File: config.mk
export PLATFORM = sky130hd
export DESIGN_NAME = wdt_steer
export DESIGN_NICKNAME = d
export VERILOG_FILES = /design/src/rtl/wdt_pkg.sv /design/src/rtl/wdt_span.sv /design/src/rtl/wdt_down_cnt.sv /design/src/rtl/wdt_fire.sv /design/src/rtl/wdt_steer.sv
export SDC_FILE = /design/constraint.sdc
export NUM_CORES = 1
export LEC_CHECK = 0
export ABC_CLOCK_PERIOD_IN_PS = 2600
export BUFFER_PORTS_ARGS = -buffer_cell sky130_fd_sc_hd__buf_2
export CORE_MARGIN = 2
export CORE_UTILIZATION = 29
export CTS_CLUSTER_DIAMETER = 30
export CTS_CLUSTER_SIZE = 30
export DETAILED_ROUTE_END_ITERATION = 16
export PLACE_DENSITY = 0.56
export SYNTH_ARGS = -nofsm -noshare
export SYNTH_HDL_FRONTEND = slang
export SYNTH_SLANG_ARGS = --single-unit
File: constraint.sdc
create_clock -name clk_i -period 2.6 [get_ports clk_i]
set_input_delay 0.26 -clock clk_i [delete_from_list [all_inputs] [get_ports clk_i]]
set_output_delay 0.26 -clock clk_i [all_outputs]
set_load 0.02 [all_outputs]
File: src/rtl/wdt_pkg.sv
package wdt_pkg;
  localparam int unsigned REG_W    = 8;
  localparam int unsigned RES_W    = 2;
  localparam int unsigned RES_STEP = 2;  // each resolution step multiplies by 2^RES_STEP
  localparam int unsigned MULT_LSB = RES_W;
  localparam int unsigned MULT_W   = 5;
  localparam int unsigned STEER_B  = MULT_LSB + MULT_W;
  localparam int unsigned RES_N    = 1 << RES_W;
  localparam int unsigned CNT_W    = MULT_W + RES_STEP * (RES_N - 1);
endpackage

File: src/rtl/wdt_span.sv
module wdt_span
  import wdt_pkg::*;
(
  input  logic [REG_W-1:0] cfg_i,
  output logic [CNT_W-1:0] span_o
);
  logic [CNT_W-1:0] cand [RES_N];
  logic [MULT_W-1:0] mult;

  assign mult = cfg_i[MULT_LSB +: MULT_W];

  for (genvar g = 0; g < RES_N; g++) begin : g_res
    assign cand[g] = CNT_W'(mult) << (RES_STEP * g);
  end

  assign span_o = cand[cfg_i[RES_W-1:0]];
endmodule

File: src/rtl/wdt_down_cnt.sv
module wdt_down_cnt
  import wdt_pkg::*;
(
  input  logic             clk_i,
  input  logic             rst_ni,
  input  logic             clr_i,
  input  logic             load_i,
  input  logic [CNT_W-1:0] load_val_i,
  input  logic             tick_i,
  output logic             fire_o
);
  logic [CNT_W-1:0] cnt_q;

  // zero means idle; expiry on the tick that takes 1 to 0
  assign fire_o = tick_i && (cnt_q == CNT_W'(1)) && !load_i && !clr_i;

  always_ff @(posedge clk_i or negedge rst_ni) begin
    if (!rst_ni)                       cnt_q <= '0;
    else if (clr_i)                    cnt_q <= '0;
    else if (load_i)                   cnt_q <= load_val_i;
    else if (tick_i && cnt_q != '0)    cnt_q <= cnt_q - CNT_W'(1);
  end
endmodule

File: src/rtl/wdt_fire.sv
module wdt_fire (
  input  logic clk_i,
  input  logic rst_ni,
  input  logic clr_i,
  input  logic fire_i,
  input  logic steer_i,
  output logic rst_req_o,
  output logic irq_o,
  output logic century_clr_o
);
  always_ff @(posedge clk_i or negedge rst_ni) begin
    if (!rst_ni) begin
      rst_req_o     <= 1'b0;
      irq_o         <= 1'b0;
      century_clr_o <= 1'b0;
    end else begin
      rst_req_o     <= fire_i && steer_i && !clr_i;
      century_clr_o <= fire_i && steer_i && !clr_i;
      irq_o         <= fire_i && !steer_i && !clr_i;
    end
  end
endmodule

File: src/rtl/wdt_steer.sv
module wdt_steer
  import wdt_pkg::*;
(
  input  logic             clk_i,
  input  logic             rst_ni,
  input  logic             srst_i,
  input  logic             tick_i,
  input  logic             wr_en_i,
  input  logic             rd_en_i,
  input  logic [REG_W-1:0] wdata_i,
  output logic [REG_W-1:0] rdata_o,
  output logic             expired_o,
  output logic             rst_req_o,
  output logic             irq_o,
  output logic             century_clr_o
);
  logic [REG_W-1:0] cfg_q;
  logic [REG_W-1:0] load_src;
  logic [CNT_W-1:0] span;
  logic             access;
  logic             fire;
  logic             flag_q;

  assign access   = (wr_en_i || rd_en_i) && !srst_i;
  assign load_src = wr_en_i ? wdata_i : cfg_q;

  wdt_span u_span (
    .cfg_i  (load_src),
    .span_o (span)
  );

  wdt_down_cnt u_cnt (
    .clk_i      (clk_i),
    .rst_ni     (rst_ni),
    .clr_i      (srst_i),
    .load_i     (access),
    .load_val_i (span),
    .tick_i     (tick_i),
    .fire_o     (fire)
  );

  wdt_fire u_fire (
    .clk_i         (clk_i),
    .rst_ni        (rst_ni),
    .clr_i         (srst_i),
    .fire_i        (fire),
    .steer_i       (cfg_q[STEER_B]),
    .rst_req_o     (rst_req_o),
    .irq_o         (irq_o),
    .century_clr_o (century_clr_o)
  );

  always_ff @(posedge clk_i or negedge rst_ni) begin
    if (!rst_ni)                       cfg_q <= '0;
    else if (srst_i)                   cfg_q <= '0;
    else if (wr_en_i)                  cfg_q <= wdata_i;
    else if (fire && cfg_q[STEER_B])   cfg_q <= '0;
  end

  always_ff @(posedge clk_i or negedge rst_ni) begin
    if (!rst_ni)      flag_q <= 1'b0;
    else if (access)  flag_q <= 1'b0;
    else if (fire)    flag_q <= 1'b1;
  end

  assign rdata_o   = cfg_q;
  assign expired_o = flag_q;
endmodule

Yosys cells after proc, flatten, opt, wreduce, memory -nomap -nowiden. Index checks and enable logic that the tools add are counted.

Output and inout port bits: 12. Bits in registers: 22. Logic and storage cells: 38.

Eq/ne operators: 1. Mux-type cells: 12. Add/sub/neg operators: 1. Reductions and logical operators: 17. Bitwise operators: 1. Order comparisons: 1.

Operators by type and width (count): two-way mux 11 bit (5); two-way mux 8 bit (3); binary-select mux 11 bit (select 2 bit) (1); == test 11 x 1 -> 1 bit, second input constant (1); nonzero test 11 bit (1); subtractor 11 x 1 -> 11 bit, second input constant (1); logical AND 1 bit (9); two-way mux 7 bit (1); nonzero test 3 bit (2); greater-or-equal comparator 3 bit, second input constant (1); zero test 1 bit (3); NOT 2 -> 3 bit (1); two-way mux 1 bit (2); nonzero test 2 bit (1); logical OR 1 bit (1).

Logic depth before layout (Yosys ltp).
Depth after elaboration: 9. Depth in mapped cells: 6.

By module. A second synthesis with hierarchy kept.

Cell total of the unflattened synthesis: 177. Area, all modules: 1503.9 µm².

By module, submodules not included: wdt_down_cnt (cells each 96, instances 1, area an instance 799.5 µm²); wdt_steer (cells each 56, instances 1, area an instance 475.5 µm²); wdt_span (cells each 20, instances 1, area an instance 150.1 µm²); wdt_fire (cells each 5, instances 1, area an instance 78.8 µm²).

Worst setup path after synthesis. OpenSTA, ideal clock, no wires.

Kind: register to register. Start: register u_cnt.cnt_q[0]. End: register u_cnt.cnt_q[10]. Setup slack: 0.544 ns. Buffers on the path: 0. Data arrival time: 1.926 ns. Stages on the path, launching flop included: 7. Clock period less this slack: 2.056 ns. Library setup time: 0.130 ns. Cells stage by stage: dfrtp_1 > inv_1 > ha_1 > or3b_2 > or4_4 > o311ai_2 > a22oi_2.

Longest elaborated chain between the ends: 4. Elaborated cells on any way between the ends: 7. Classes of those cells: add/sub: 1; mux: 3; reduce/logical: 3.

Ends and longest elaborated chain: start, declared (RTL line wdt_down_cnt.sv:12) `logic [CNT_W-1:0] cnt_q;`; start signal, assigned (RTL line wdt_down_cnt.sv:20) `else if (load_i) cnt_q <= load_val_i;`; start signal, assigned (RTL line wdt_down_cnt.sv:21) `else if (tick_i && cnt_q != '0) cnt_q <= cnt_q - CNT_W'(1);`; subtractor 11 x 1 -> 11 bit (RTL line wdt_down_cnt.sv:21); two-way mux 11 bit (RTL line wdt_down_cnt.sv:21); two-way mux 11 bit (RTL line wdt_down_cnt.sv:20); two-way mux 11 bit (RTL line wdt_down_cnt.sv:19) `else if (clr_i) cnt_q <= '0;`.

Parallel ways exist; a longest one is shown, timed or not. The select of a mux whose other input is x is not followed. A chain may end at the register's enable or synchronous reset.

Worst setup path after layout.
Start: register u_cnt.cnt_q[0]. End: register u_cnt.cnt_q[0].

Same word-level chain as after synthesis.

==> results.py <==
metrics = {
    "synth": {
        "synth_cell_types": 54,
        "yosys.area.top_type_share": 0.362,
        "synth_fp_nets": 169,
        "ys_async_sr_fraction": 1.00,
        "syn-mean-instance-area_um2": 9.93,
        "synth_warnings": 0,
        "synth-edff-count": 0,
        "syn_area_um2": 1520,
        "synth_top_flop_cell": "dfrtp_1",
        "ys_seq_elements": 22,
        "seq_area_frac_synth": 0.362,
        "syn_inst": 153,
        "synth_top_area_cell": "dfrtp_1",
        "ys_top_cells_by_area": "dfrtp_1, a22o_1, mux2i_1",
    },
    "cells_and_area": {
        "drive_gt1_frac": 0.270,
        "area_delta_synth_final_pct": 17.2,
        "fill_cells": 553,
        "num-nets-final": 195,
        "n_antenna_cell": 0,
        "multiInputGateArea_um2": 883,
        "fin_util": 0.351,
        "seqCellArea_um2": 551,
    },
    "timing": {
        "hold_violations": 0,
        "grt_setup_unrepaired": "no",
        "skew_ns": 0.00717,
        "timing.final.crit_share": 0.857,
        "slew_headroom": 0.588,
        "slew_viol_final": 0,
        "tightest_slew_ns": 0.616,
        "setup_viol": 0,
        "timing.fmax_mhz": 449,
        "setup_tns_ns": 0,
        "period_minus_slack_ns": 2.23,
    },
    "power_and_ir_drop": {
        "intPower_uw": 689,
        "p_sw_uw": 314,
        "peakVddDrop_uv": 233,
        "power_frac_seq": 0.402,
        "p_leak_uw": 0.000802,
        "swShare": 0.313,
        "combinationalPowerShare": 0.270,
        "power.share.clock": 0.328,
        "p_per_area_nw_per_um2": 563,
    },
    "setup_path": {
        "crit_type": "register to register",
        "crit_fanout": 8,
        "r2r_slack_ns": 0.37,
        "slowest_delay_ns": 0.52,
        "reg2regPathDepth": 6,
        "worstReg2RegStart": "u_cnt.cnt_q[0]$_DFFE_PN0P_",
        "start_kind": "register",
        "crit_required_ns": 2.76,
        "startpoint": "u_cnt.cnt_q[0]$_DFFE_PN0P_",
        "critPathSlowestCell": "or3b_2",
        "cp_cell_sequence": "inv_1, ha_1, or3b_2, o31ai_4, nand2_4, mux2_4",
        "cp.arrival_ns": 2.38,
        "end_kind": "register",
    },
    "floorplanning": {
        "initial_core_util": 0.299,
        "coreArea_um2": 5070,
        "die_x_um": 76.4,
        "die_area_um2": 5830,
        "io-pin-count": 26,
        "fp.dieH_um": 76.4,
        "rows": 26,
    },
    "global_routing": {
        "overflow": 0,
        "grt_pass1_vias": 1343,
        "grt_pass1_wl_mm": 7.01,
        "antenna_found_initial": 0,
        "grt_max_degree": 23,
        "grt.total_usage": 0.148,
    },
    "routing": {
        "wl_mm": 4.08,
        "drt_iter0_drc": 148,
        "ant_nets": 0,
        "routed-via-count": 1380,
        "drt_first_pass_iters": 4,
        "vias_per_cell": 5.56,
        "post_drt_wl_per_cell_um": 16.5,
        "drc": 0,
    },
    "clock_network": {
        "cts_max_path_buffers": 2,
        "cts_hold_buf": 1,
        "clk_latency_ns": 0.27,
        "numCtsBuffers": 3,
        "ctsResizeCount": 0,
        "cts_tree": "done",
        "cts_setup_buffers": 0,
        "cts_sinks": 22,
        "root_buffer": "clkbuf_8",
        "clkTransAtPathRegs_ns": 0.09,
        "cts_max_level": 1,
    },
    "outcome": {
        "outcome": "finished clean",
    },
    "worst_hold_path": {
        "hold_path_class": "primary input to register",
        "hp-start": "wdata_i[7]",
        "whs_path_depth": 2,
    },
    "placement": {
        "dp_hpwl_mm": 3.02,
        "port_buffers": 25,
        "finalWeightedCongestion": 0.822,
    },
    "run": {
        "max-cap-violations": 0,
    },
}
placed cells by master (no fill, tap or decap), types with 2 or more instances in the layout:
cell and instances:
buf_2 25, dfrtp_1 22, a22o_1 13, a21oi_1 9
inv_1 8, mux2i_1 8, nor2_1 6, nand3_1 5
nand2_1 5, o21ai_0 5, nor3_1 4, nor4_1 3
nand4_1 3, nand3b_1 3, and3_1 3, clkbuf_8 3
buf_4 3, or4_4 2, or3b_2 2, a21boi_0 2
a22oi_1 2, o2bb2a_2 2, nor3b_1 2, a32oi_1 2
nor2b_1 2, a221oi_1 2, a21o_1 2, mux2_4 2
ha_1 2
through the flow:
stage | setup WS (ns) | hold slack, ns | std cells | total power, uW | instance area (um^2)
floorplan | 0.544 | -0.0356 | 153 | 592 | 1520
global placement | 0.427 | 0.268 | 243 | 679 | 1700
detailed placement | 0.390 | 0.275 | 243 | 676 | 1700
CTS | 0.383 | 0.204 | 248 | 1010 | 1780
global route | 0.265 | 0.214 | 248 | 1060 | 1780
finish | 0.373 | 0.208 | 248 | 1000 | 1780
sequential cells by signal, summed over array words and instances, names as in the netlist:
name,count
expired_o,1
rdata_o,8
u_cnt.cnt_q,11
u_fire.irq_o,1
u_fire.rst_req_o,1
final timing paths:
path / end
setup / recovery: u_cnt.cnt_q[0]$_DFFE_PN0P_
hold / removal: rdata_o[7]$_DFFE_PN0P_
setup reg to reg: u_cnt.cnt_q[0]$_DFFE_PN0P_
hold reg to reg: expired_o$_DFFE_PN0P_
max in group asynchronous: u_cnt.cnt_q[1]$_DFFE_PN0P_
min in group asynchronous: rdata_o[7]$_DFFE_PN0P_
per-layer routing:
layer / routed length, um / up-vias / global-route usage / share of wire
met5: 0 / - / 0 / 0
met4: 21 / 0 / 0.0382 / 0.0051
met3: 181 / 2 / 0.0249 / 0.044
met2: 1890 / 44 / 0.229 / 0.46
met1: 1990 / 680 / 0.213 / 0.49
li1: - / 654 / - / -
cells in the mapped netlist, drive strengths merged (5+ instances only):
| cell | number |
|---|---|
| a21oi | 9 |
| a22o | 13 |
| buf | 6 |
| dfrtp | 22 |
| inv | 8 |
| mux2i | 8 |
| nand2 | 6 |
| nand3 | 5 |
| nor2 | 6 |
| nor3 | 5 |
| o21ai | 5 |
power groups by stage:
stage | combinational (uW) | clock [uW] | sequential (uW)
after floorplan | 186 | 0 | 406
after global placement | 270 | 0 | 408
after detailed placement | 268 | 0 | 409
after CTS | 270 | 337 | 402
after global routing | 300 | 356 | 407
final | 271 | 329 | 403
worst max-delay path, delay by kind of cell, from the launching register on:
family	cells	cell delay [ns]
simple gates	2	0.67
fa+ha+maj	1	0.21
mux	1	0.31
buf+inv	1	0.10
flops	1	0.44
compound gates	1	0.39
cell families after synthesis:
kind of cell    after synthesis  share of synthesized area
mux                          10                     0.0725
simple gates                 48                      0.199
compound gates               55                      0.294
flops                        22                      0.362
buf+inv                      16                     0.0560
fa+ha+maj                     2                     0.0165
layout make-up:
class | count | area share
clock buffers | 3 | 0.0232
clock inverters | 1 | 0.0169
inverters | 8 | 0.0169
multi-input cells | 115 | 0.496
flip-flops and latches | 22 | 0.309
well taps | 70 | 0.0492
repair buffers | 29 | 0.0885
(Power assumes the default switching activity.)
